==> src/rtl/ide_irq_pkg.sv <==
package ide_irq_pkg;

  localparam int unsigned NCH      = 2;
  localparam int unsigned BYTE_W   = 8;
  localparam logic [1:0]  OFS_TEST = 2'd2;
  localparam logic [1:0]  OFS_MASK = 2'd3;

  // status pair per channel: bit0 drive request, bit1 bus-master request
  typedef logic [1:0] st_pair_t;

  function automatic logic [BYTE_W-1:0] status_byte(input st_pair_t ch0);
    return {6'b0, ch0};
  endfunction

  function automatic logic [BYTE_W-1:0] mask_byte(input st_pair_t ch1,
                                                  input logic hdr,
                                                  input logic [NCH-1:0] msk);
    return {3'b000, hdr, ch1, msk};
  endfunction

  function automatic logic irq_level(input logic active, input logic low);
    return active ^ low;
  endfunction

endpackage

==> src/rtl/ide_irq_src_latch.sv <==
module ide_irq_src_latch
  import ide_irq_pkg::*;
(
  input  logic     clk,
  input  logic     rst_n,
  input  logic     drv_req,
  input  logic     bm_req,
  output st_pair_t st,
  output logic     pend
);

  always_ff @(posedge clk or negedge rst_n) begin
    if (!rst_n) st <= '0;
    else        st <= {bm_req, drv_req};
  end

  assign pend = |st;

  // a status bit clears once its source has dropped
  a_r1_drv_clears: assert property (@(posedge clk) disable iff (!rst_n)
    $fell(drv_req) |=> !st[0]);
  a_r2_bm_clears: assert property (@(posedge clk) disable iff (!rst_n)
    $fell(bm_req) |=> !st[1]);

endmodule

==> src/rtl/ide_irq_host_regs.sv <==
module ide_irq_host_regs
  import ide_irq_pkg::*;
(
  input  logic              clk,
  input  logic              rst_n,
  input  logic              wr_en,
  input  logic [1:0]        addr,
  input  logic [BYTE_W-1:0] wdata,
  output logic [NCH-1:0]    mask,
  output logic              legacy_mode,
  output logic              test_mode
);

  logic wr_mask, wr_test;
  assign wr_mask = wr_en && (addr == OFS_MASK);
  assign wr_test = wr_en && (addr == OFS_TEST) && wdata[7];

  always_ff @(posedge clk or negedge rst_n) begin
    if (!rst_n) begin
      mask        <= '0;
      legacy_mode <= 1'b0;
      test_mode   <= 1'b0;
    end else begin
      if (wr_mask) mask <= wdata[NCH-1:0];
      if (wr_test) begin
        legacy_mode <= wdata[1];
        test_mode   <= wdata[0];
      end
    end
  end

  a_r3_mask_load: assert property (@(posedge clk) disable iff (!rst_n)
    (wr_en && addr == OFS_MASK) |=> mask == $past(wdata[NCH-1:0]));
  a_r8_mode_load: assert property (@(posedge clk) disable iff (!rst_n)
    (wr_en && addr == OFS_TEST && wdata[7]) |=>
      {legacy_mode, test_mode} == $past(wdata[1:0]));
  a_r9_key_bit: assert property (@(posedge clk) disable iff (!rst_n)
    (wr_en && addr == OFS_TEST && !wdata[7]) |=> $stable({legacy_mode, test_mode}));
  a_r10_other_ofs: assert property (@(posedge clk) disable iff (!rst_n)
    (wr_en && addr[1] == 1'b0) |=> $stable({mask, legacy_mode, test_mode}));

endmodule

==> src/rtl/ide_irq_status.sv <==
module ide_irq_status
  import ide_irq_pkg::*;
(
  input  logic              clk,
  input  logic              rst_n,
  input  logic [NCH-1:0]    drv_irq,
  input  logic [NCH-1:0]    bm_irq,
  input  logic              legacy_hdr,
  input  logic              irq_act_low,
  input  logic              wr_en,
  input  logic [1:0]        addr,
  input  logic [BYTE_W-1:0] wdata,
  output logic [BYTE_W-1:0] rdata,
  output logic              irq_out,
  output logic              legacy_mode,
  output logic              test_mode
);

  st_pair_t       ch_st   [NCH];
  logic [NCH-1:0] ch_pend;
  logic [NCH-1:0] mask;
  logic           irq_any;

  for (genvar c = 0; c < NCH; c++) begin : g_ch
    ide_irq_src_latch u_lat (
      .clk     (clk),
      .rst_n   (rst_n),
      .drv_req (drv_irq[c]),
      .bm_req  (bm_irq[c]),
      .st      (ch_st[c]),
      .pend    (ch_pend[c])
    );
  end

  ide_irq_host_regs u_regs (
    .clk         (clk),
    .rst_n       (rst_n),
    .wr_en       (wr_en),
    .addr        (addr),
    .wdata       (wdata),
    .mask        (mask),
    .legacy_mode (legacy_mode),
    .test_mode   (test_mode)
  );

  assign irq_any = |(ch_pend & ~mask);
  assign irq_out = irq_level(irq_any, irq_act_low);

  always_comb begin
    case (addr)
      OFS_TEST: rdata = status_byte(ch_st[0]);
      OFS_MASK: rdata = mask_byte(ch_st[1], legacy_hdr, mask);
      default:  rdata = '0;
    endcase
  end

  a_r5_upper_zero: assert property (@(posedge clk) disable iff (!rst_n)
    (addr == OFS_MASK) |-> rdata[7:5] == 3'b000);
  a_r4_hdr_visible: assert property (@(posedge clk) disable iff (!rst_n)
    (addr == OFS_MASK) |-> rdata[4] == legacy_hdr);
  a_r6_all_masked: assert property (@(posedge clk) disable iff (!rst_n)
    (&mask) |-> irq_out == irq_act_low);
  a_r7_pending_unmasked: assert property (@(posedge clk) disable iff (!rst_n)
    (ch_pend[0] && !mask[0]) |-> irq_out != irq_act_low);

endmodule

==> config.mk <==
export PLATFORM = sky130hd
export DESIGN_NAME = ide_irq_status
export DESIGN_NICKNAME = d
export VERILOG_FILES = /design/src/rtl/ide_irq_pkg.sv /design/src/rtl/ide_irq_src_latch.sv /design/src/rtl/ide_irq_host_regs.sv /design/src/rtl/ide_irq_status.sv
export SDC_FILE = /design/constraint.sdc
export NUM_CORES = 1
export LEC_CHECK = 0
export CORE_AREA = 2 2 39 41
export CTS_BUF_LIST = sky130_fd_sc_hd__clkbuf_2
export CTS_CLUSTER_SIZE = 8
export DETAILED_ROUTE_END_ITERATION = 6
export DIE_AREA = 0 0 41 43
export DONT_BUFFER_PORTS = 1
export HOLD_SLACK_MARGIN = 0.06
export PLACE_DENSITY = 0.42
export SLEW_MARGIN = 25
export SYNTH_ARGS = -nofsm -noshare
export SYNTH_HDL_FRONTEND = slang
export SYNTH_SLANG_ARGS = --single-unit
==> constraint.sdc <==
create_clock -name clk -period 1.1 [get_ports clk]
set_clock_uncertainty 0.2 [all_clocks]
set_input_delay 0.33 -clock clk [delete_from_list [all_inputs] [get_ports clk]]
set_output_delay 0.33 -clock clk [all_outputs]
set_load 0.01 [all_outputs]
==> results of run 1 <==
final timing paths:
path | start | endpoint | slack [ps] | cells after the start
max in group asynchronous | rst_n | g_ch[0].u_lat.st[1] | 190 | 1
hold / removal | wdata[1] | u_regs.mask[1] | 50 | 1
hold reg to reg | u_regs.legacy_mode | u_regs.legacy_mode | 390 | 1
setup / recovery | u_regs.mask[0] | irq_out | -460 | 2
min in group asynchronous | rst_n | g_ch[0].u_lat.st[0] | 240 | 1
setup reg to reg | u_regs.mask[1] | u_regs.mask[1] | -80 | 3
layout make-up:
type | count | area, um^2 | share of cell area
Clock buffer | 3 | 15.0 | 0.0266
Multi-Input combinational cell | 20 | 219 | 0.388
Sequential cell | 8 | 200 | 0.355
Tap cell | 16 | 20.0 | 0.0355
Timing Repair Buffer | 11 | 110 | 0.195
per-layer routing:
layer	track usage	wire, um	vias up
met5	0	0	-
li1	-	-	119
met2	0.141	407	14
met1	0.107	280	118
met4	0.0800	0	0
met3	0.0314	49	0
placed cells by master (no fill, tap or decap), drive strengths merged:
master / Yosys / routed
o22ai: 1 / 1
conb: 1 / 3
buf: 3 / 6
nor2: 2 / 2
mux2i: 2 / 2
dlygate4sd3: 0 / 5
mux2: 4 / 4
dfrtp: 8 / 8
nand4b: 1 / 1
clkbuf: 0 / 3
xor2: 1 / 1
nand3: 1 / 1
nor2b: 2 / 2
and3: 3 / 3
sequential cells by signal, summed over array words and instances, names as in the netlist:
register	cells
u_regs.mask	2
u_regs.legacy_mode	1
g_ch.u_lat.st	4
u_regs.test_mode	1
metrics by stage:
stage               total power [mW]  hold slack, ps
CTS                            0.716            24.0
global placement               0.485            -165
finish                         0.733            48.8
global route                   0.787            19.8
floorplan                      0.456            -166
detailed placement             0.488            -165
critical path, delay by kind of cell (launching register included):
kind           cells  cell delay (ps)
flip-flops         1              400
AO/OA/AOI/OAI      1              210
XOR/XNOR           1              210
cell families after synthesis:
family	after synthesis	share of synthesized area
XOR/XNOR	1	0.0224
AND/OR/NAND/NOR	9	0.196
flip-flops	8	0.513
AO/OA/AOI/OAI	1	0.0160
other	1	0.00961
multiplexers	6	0.186
buffers and inverters	3	0.0577
power breakdown:
group	internal [mW]	total (mW)	switching [mW]
Clock	0.0742	0.162	0.0873
Sequential	0.332	0.368	0.0359
Combinational	0.135	0.203	0.0686
Total	0.541	0.733	0.192
what timing repair did:
item                       4_1_cts  5_1_grt
gates cloned                     0        0
resized for setup                7        8
setup endpoints to repair        9        8
pin swaps                        2        0
buffers inserted                 1        2
hold endpoints to repair        16        4
==> impl_metrics.csv, run 1 <==
group,metric,value,unit
synthesis,synth-seq-cells,8,
worst_hold_path,holdCritPathClass,"input port to register",
global_route,grt_max_degree,9,
global_route,antenna_found_initial,0,
clocking,clk_latency,220,ps
worst_setup_path,crit_path_top_delay_cell,"dfrtp_1",
clocking,max-clock-path-buffers,2,
detailed_routing,drt_wl_total,737,um
synthesis,synth_top_area_cell,"dfrtp_1",
worst_setup_path,crit_path_max_incr_delay,400,ps
synthesis,synth_async_sr_flop_share,1.00,
clocking,htreeDepth,1,
global_route,grt_pass1_wl,1100,um
placed_design,place_inst,47,
synthesis,synth_most_common_cell,"dfrtp_1",
synthesis,ys_top_cells_by_count,"8 x dfrtp_1, 3 x and3_2, 3 x buf_4",
detailed_routing,drtPass1Iterations,1,
die,start_util,0.282,
die,core_area,0.00138,mm^2
placed_design,globalplace.congestion,0.624,
placed_design,portBuffers,0,
placed_design,hpwl,564,um
clocking,hold_buffers,5,
placed_design,pre_cts_ws,-272,ps
sta,rsz0062_at_grt,"true",
synthesis,seq_area_frac_synth,0.513,
worst_setup_path,crit_required,570,ps
finish,nFillCells,135,
detailed_routing,viasPerCell,4.33,
power_and_ir_drop,ir_worst_vdd,0.000511,V
sta,timing.fmax,641,MHz
synthesis,synth_top_cell_area_share,0.513,
clocking,numCtsBuffers,3,
power_and_ir_drop,power-per-cell-area,1300,mW/mm^2
finish,design_area,564,um^2
finish,final_util,0.408,
sta,finalWorstSetupSlack,-460,ps
clocking,cts_tree,"built",
worst_setup_path,critical_path_arrival,1030,ps
finish,finalNonFillerCells,58,
synthesis,synth_cell_types,13,
placed_design,placed_area,418,um^2
global_route,first_global_vias,265,
die,rows,14,
sta,finalSetupTns,-2010,ps
clocking,clock_sinks,8,
power_and_ir_drop,p_leak,0.269,nW
finish,diodes,0,
worst_setup_path,critPathKind,"register to output pin",
global_route,track_usage,0.0965,
die,dieArea,0.00176,mm^2
sta,min_period,1560,ps
die,fp.dieW,41,um
die,die_h,43,um
synthesis,ys.flop_type,"dfrtp_1",
run_status,violations,"setup timing",
sta,hold_viol_final,0,
synthesis,synthCells,29,
worst_setup_path,worstPathMaxFanout,2,
detailed_routing,drc,0,
worst_setup_path,startpoint_type,"register",
finish,drive_gt1_frac,0.595,
clocking,root_buffer,"clkbuf_2",
worst_setup_path,path_cells,"o22ai_2, xor2_2",
run,maxCapViolCount,0,
worst_setup_path,crit_path_end_kind,"output pin",
sta,slew_viol_final,0,
detailed_routing,antenna_left,0,
synthesis,synthTopCellsByArea,"dfrtp_1 51%, mux2_4 7.7%, nand4b_4 6.1%",
sta,finalSetupViolCount,8,
sta,finalCritPeriodShare,1.42,
synthesis,syn_avg_cell_area,13.5,um^2
detailed_routing,drtIter0Drc,0,
run_status,status,"finished, violations left",
finish,synthToLayoutAreaGrowth,44.6,%
detailed_routing,wire_per_inst,12.7,um
synthesis,synth_warnings,0,
global_route,gr-total-overflow,0,
clocking,clk_pin_slew,70,ps
finish,nets,63,
synthesis,syn_area,390,um^2
die,pin_count,30,
detailed_routing,via_count,251,
synthesis,synth_edf_count,0,
(Power assumes the default switching activity.)
==> run 2: changes to the inputs <==
Settings changed: ABC_AREA set to 1, PLACE_DENSITY 0.42 to 0.41, TNS_END_PERCENT set to 50.
==> run 2 against run 1 <==
Effect of this change: the flow still finishes with violations (setup timing); sequential share of layout area is 2.6 points lower; largest cell class unchanged; non-clock buffer count grew 3; combinational power fell by 9%; synthesized cell count rose by 59%; flip-flop and latch count unchanged; highest routed layer unchanged; first-iteration DRC count is 2 higher; die area unchanged; global-route usage is 1.3 points higher; critical path depth is 2 higher; clock power about the same; register-to-register slack better by 270 ps.
==> impl_metrics.csv, run 2 <==
group,metric,value,unit
synthesis,synthTopCellsByArea,"dfrtp_1 53%, nand2_1 9.9%, inv_1 7.0%",
worst_hold_path,holdCritPathClass,"input port to register",
detailed_routing,top_layer,"met3",
die,dieArea,0.00176,mm^2
die,fp.dieW,41,um
sta,slew_viol_final,0,
finish,reg.largest.list,"g_ch.u_lat.st (4), u_regs.mask (2)",
sta,min_period,1500,ps
worst_setup_path,rrSetupSlack,190,ps
placed_design,hpwl,630,um
synthesis,synth_warnings,0,
finish,design_area,608,um^2
clocking,numCtsBuffers,3,
synthesis,synth_cell_types,11,
finish,synthToLayoutAreaGrowth,60.9,%
die,start_util,0.273,
sta,hold_viol_final,0,
sta,hold_slack,59.3,ps
die,rows,14,
detailed_routing,drtPass1Iterations,4,
synthesis,ys.flop_type,"dfrtp_1",
detailed_routing,drtIter0Drc,2,
placed_design,place_inst,66,
clocking,clock_sinks,8,
sta,finalSetupViolCount,8,
detailed_routing,met2WireLength,432,um
worst_setup_path,path_cells,"o21ai_2, nand2_1, nand2_1, nand2_2",
finish,nFillCells,139,
global_route,gr-total-overflow,0,
global_route,track_usage,0.110,
worst_setup_path,critical_path_arrival,970,ps
detailed_routing,wl_met3,56,um
die,core_area,0.00138,mm^2
die,die_h,43,um
synthesis,seq_area_frac_synth,0.530,
synthesis,synth_top_area_cell,"dfrtp_1",
finish,nets,83,
synthesis,synth_async_sr_flop_share,1.00,
worst_setup_path,crit_required,570,ps
finish,largest_reg_flops,4,
synthesis,syn_area,378,um^2
detailed_routing,via_count,339,
synthesis,ys_top_cells_by_count,"10 x nand2_1, 8 x dfrtp_1, 7 x inv_1",
synthesis,synth_compound_area_frac,0.0795,
clocking,clk_pin_slew,70,ps
synthesis,synth_top_cell_area_share,0.530,
finish,final_common_cell,"dfrtp_1",
global_route,grt_pass1_wl,1280,um
finish,multi_input_area,205,um^2
placed_design,portBuffers,0,
clocking,cts_tree,"built",
synthesis,synth_edf_count,0,
synthesis,synthXorXnorAreaFrac,0,
synthesis,syn_avg_cell_area,8.21,um^2
synthesis,synth-seq-cells,8,
finish,drive_gt1_frac,0.371,
detailed_routing,antenna_left,0,
finish,regArea,200,um^2
detailed_routing,drc,0,
synthesis,synth_top_family_by_area,"simple AND/OR/NAND/NOR gates",
synthesis,synthMuxAreaShare,0,
power_and_ir_drop,power-per-cell-area,1140,mW/mm^2
run,maxCapViolCount,0,
worst_setup_path,startpoint_type,"register",
worst_setup_path,cp_top_family,"flip-flops",
global_route,grt_max_degree,9,
clocking,htreeDepth,1,
die,pin_count,30,
worst_setup_path,worstPathMaxFanout,2,
detailed_routing,viasPerCell,4.35,
finish,diodes,0,
worst_setup_path,crit_top_cell,"nand2_1",
detailed_routing,met1_length,304,um
worst_setup_path,path_buf_inv,0,
sta,finalCritPeriodShare,1.37,
worst_setup_path,crit_path_max_incr_delay,390,ps
placed_design,placed_area,438,um^2
synthesis,synthCells,46,
sta,finalWorstSetupSlack,-404,ps
global_route,antenna_found_initial,0,
clocking,max-clock-path-buffers,2,
detailed_routing,drt_wl_total,794,um
worst_setup_path,critPathKind,"register to output pin",
power_and_ir_drop,ir_worst_vdd,0.000508,V
finish,layout_common_cells,"8 x dfrtp_1, 6 x nand2_1, 6 x dlygate4sd3_1",
sta,finalSetupTns,-1570,ps
synthesis,synthAdderAreaFrac,0,
finish,largest_register,"g_ch.u_lat.st",
finish,finalNonFillerCells,78,
synthesis,synth_most_common_cell,"nand2_1",
clocking,root_buffer,"clkbuf_2",
run_status,status,"finished, violations left",
detailed_routing,wire_per_inst,10.2,um
sta,timing.fmax,665,MHz
power_and_ir_drop,finalPower,0.694,mW
placed_design,pre_cts_ws,-190,ps
power_and_ir_drop,p_leak,0.319,nW
worst_setup_path,crit_path_top_delay_cell,"dfrtp_1",
global_route,first_global_vias,325,
placed_design,globalplace.congestion,0.689,
run_status,violations,"setup timing",
finish,final_util,0.439,
clocking,clk_latency,220,ps
worst_setup_path,crit_path_end_kind,"output pin",
synthesis,synthSimpleGateAreaFrac,0.252,
sta,rsz0062_at_grt,"true",
==> run 2: path summary, 6_finish.rpt <==
check | start | to | cells past startpoint
max in group asynchronous | rst_n | g_ch[0].u_lat.st[0] | 1
hold reg to reg | u_regs.test_mode | u_regs.test_mode | 2
hold / removal | wdata[7] | u_regs.legacy_mode | 2
setup / recovery | g_ch[0].u_lat.st[1] | irq_out | 4
min in group asynchronous | rst_n | u_regs.mask[1] | 1
setup reg to reg | u_regs.mask[1] | u_regs.mask[1] | 3
==> run 2: cells by family (layout without fill, tap and decap cells) <==
| kind of cell | Yosys count | count (layout) |
|---|---|---|
| AND/OR/NAND/NOR | 21 | 21 |
| buffers and inverters | 10 | 24 |
| flip-flops | 8 | 8 |
| AO/OA/AOI/OAI | 6 | 6 |
| other | 1 | 3 |
==> run 2: layer usage <==
metal	track usage	vias up
met2	0.159	15
met1	0.131	151
li1	-	173
met5	0	-
met4	0.100	0
met3	0.0157	0
==> run 2: what timing repair did <==
item	4_1_cts	5_1_grt
buffers inserted	0	1
gates resized for setup	15	4
hold buffers	7	1
hold endpoints to repair	15	2
pin swaps	4	6
setup endpoints to repair	8	9
==> run 2: worst reg2reg max path: stages, from the launching register on <==
cell and delay (ps):
dfrtp_1 360, inv_1 60, buf_4 120, a21oi_1 60
==> run 2: final cells by class <==
class / count / share of cell area
inverter: 7 / 0.0556
timing repair buffer: 14 / 0.220
multi-input combinational: 30 / 0.337
clock buffer: 3 / 0.0247
sequential: 8 / 0.329
tap: 16 / 0.0329
==> run 2: power breakdown <==
part           internal (mW)  leakage, nW  total (mW)  switching, mW
Clock                 0.0742       0.0125       0.159         0.0845
Combinational         0.0894        0.213       0.184         0.0949
Sequential             0.327       0.0933       0.351         0.0236
==> run 3: changes to the inputs <==
Settings changed: BUFFER_PORTS_ARGS set to -buffer_cell sky130_fd_sc_hd__clkbuf_2, DONT_BUFFER_PORTS 1 to unset, PLACE_DENSITY 0.41 to 0.61.
==> run 3 against run 2 <==
Effect of this change: the flow still finishes with violations (setup timing); combinational power increased by 29%; sequential share of layout area is 2.5 points lower; flip-flop and latch count did not move; utilization is 3.6 points higher; die area unchanged; fmax fell by 5.6%; routed wire length up 7.1%; first-iteration DRC count grew to 3.5 times the previous value; global-route usage is 3.0 points higher; critical path type unchanged; non-clock buffer count up 16; cell count grew 21%.
==> impl_metrics.csv, run 3 (synthesis results as in run 2) <==
group,metric,value,unit
finish,regArea,200,um^2
worst_setup_path,r2r_start,"u_regs.mask[0]",
detailed_routing,drtIter0Drc,7,
power_and_ir_drop,combinationalPowerShare,0.316,
finish,nFillCells,136,
clocking,max-clock-path-buffers,2,
worst_hold_path,whs_path_depth,3,
placed_design,portBuffers,21,
global_route,grt_max_degree,9,
detailed_routing,antenna_left,0,
finish,nets,99,
die,fp.dieW,41,um
run,maxCapViolCount,0,
clocking,htreeDepth,1,
die,core_area,0.00138,mm^2
worst_hold_path,holdCritPathClass,"input port to register",
worst_hold_path,worstHoldStart,"wdata[0]",
global_route,gr-total-overflow,0,
worst_setup_path,worstPathMaxFanout,2,
worst_setup_path,critPathKind,"register to output pin",
sta,finalSetupViolCount,8,
sta,timing.fmax,628,MHz
finish,layout_common_cells,"17 x clkbuf_2, 9 x nand2_1, 8 x dfrtp_1",
run_status,status,"finished, violations left",
placed_design,pre_cts_ws,-343,ps
finish,final_common_cell,"clkbuf_2",
run_status,violations,"setup timing",
finish,largest_reg_flops,4,
worst_setup_path,r2r_end,"u_regs.mask[0]",
sta,slew_viol_final,0,
finish,multi_input_area,171,um^2
global_route,antenna_found_initial,0,
detailed_routing,drtPass1Iterations,3,
finish,drive_gt1_frac,0.474,
power_and_ir_drop,power-per-cell-area,1140,mW/mm^2
power_and_ir_drop,p_leak,0.359,nW
worst_hold_path,min_to,"u_regs.test_mode",
power_and_ir_drop,internal_power,0.523,mW
placed_design,hpwl,698,um
power_and_ir_drop,switching_share,0.302,
clocking,cts_tree,"built",
clocking,clk_latency,230,ps
clocking,numCtsBuffers,3,
finish,largest_register,"g_ch.u_lat.st",
sta,rsz0062_at_grt,"true",
detailed_routing,drt_wl_total,850,um
global_route,first_global_vias,432,
worst_setup_path,crit_path_end_kind,"output pin",
detailed_routing,wire_per_inst,9.04,um
finish,synthToLayoutAreaGrowth,74.2,%
clocking,root_buffer,"clkbuf_2",
finish,diodes,0,
worst_setup_path,rrSetupSlack,180,ps
sta,finalCritPeriodShare,1.45,
clocking,cts_setup_buffers,0,
clocking,clock_sinks,8,
die,rows,14,
detailed_routing,via_count,414,
worst_setup_path,crit_required,570,ps
power_and_ir_drop,p_clk_frac,0.226,
die,dieArea,0.00176,mm^2
power_and_ir_drop,ir_worst_vdd,0.000529,V
detailed_routing,viasPerCell,4.40,
power_and_ir_drop,switchingPower,0.226,mW
sta,finalWorstSetupSlack,-493,ps
placed_design,globalplace.congestion,0.750,
die,die_h,43,um
finish,reg.largest.list,"g_ch.u_lat.st (4), u_regs.mask (2)",
clocking,clk_pin_slew,80,ps
sta,hold_viol_final,0,
worst_setup_path,reg2reg_depth,3,
worst_setup_path,startpoint_type,"register",
detailed_routing,drc,0,
sta,min_period,1590,ps
die,start_util,0.273,
sta,finalSetupTns,-2230,ps
die,pin_count,30,
global_route,track_usage,0.140,
power_and_ir_drop,pwr-share-seq,0.458,
worst_setup_path,critical_path_arrival,1060,ps
global_route,grt_pass1_wl,1610,um
-- run 3: cell count changes in the layout (fill, tap and decap cells not counted), sizes merged --
cell and delta:
buf +4, clkbuf +15, dlymetal6s4s -2, dlygate4sd3 -1
-- run 3: cell type report --
cell class                 count  area share
clock buffer                   3      0.0228
inverter                       7      0.0513
sequential                     8       0.304
multi-input combinational     30       0.260
timing repair buffer          30       0.331
tap                           16      0.0304
-- run 3: through the flow --
stage | power [mW] | utilization | hold slack (ps) | std cells | area, um^2
6_report | 0.749 | 0.476 | 153 | 94 | 658
5_1_grt | 0.811 | 0.476 | 138 | 94 | 658
4_1_cts | 0.753 | 0.458 | 152 | 94 | 634
3_5_place_dp | 0.541 | 0.387 | -14.0 | 86 | 536
3_3_place_gp | 0.538 | 0.387 | -17.9 | 86 | 536
2_1_floorplan | 0.441 | - | -166 | 48 | 403
-- run 3: repair_timing --
action,CTS,global route
hold buffers,5,0
pin swaps,4,1
endpoints found under the hold margin,12,0
resized for setup,10,10
setup endpoints to repair,8,8
-- run 3: power groups by stage --
stage | Clock, mW | Sequential (mW) | Combinational [mW]
floorplan | 0 | 0.351 | 0.0895
global placement | 0 | 0.345 | 0.193
detailed placement | 0 | 0.346 | 0.195
CTS | 0.179 | 0.343 | 0.230
global route | 0.200 | 0.348 | 0.263
finish | 0.170 | 0.343 | 0.237
-- run 3: how the worst max path moves through the flow --
| stage | start | end | slack [ps] | cells past startpoint |
|---|---|---|---|---|
| 2_1_floorplan | g_ch[0].u_lat.st[1] | irq_out | -130 | 3 |
| 3_3_place_gp | addr[1] | rdata[1] | -350 | 4 |
| 3_5_place_dp | addr[1] | rdata[1] | -340 | 6 |
| 4_1_cts | g_ch[0].u_lat.st[0] | irq_out | -510 | 4 |
| 5_1_grt | g_ch[0].u_lat.st[1] | irq_out | -550 | 4 |
| 6_report | g_ch[1].u_lat.st[1] | irq_out | -490 | 5 |
-- run 3: critical path: stages, from the launching register on --
cell and delay (ps):
dfrtp_1 370, o21ai_1 170, nand2_1 70, nand2_1 60
nand2_1 50, clkbuf_2 120
-- run 3: metal layers --
metal  vias up  track usage  wire, um
met5         -            0         0
met4         0        0.107        20
met1       193        0.161       306
met3         4       0.0524        53
li1        204            -         -
met2        13        0.200       470
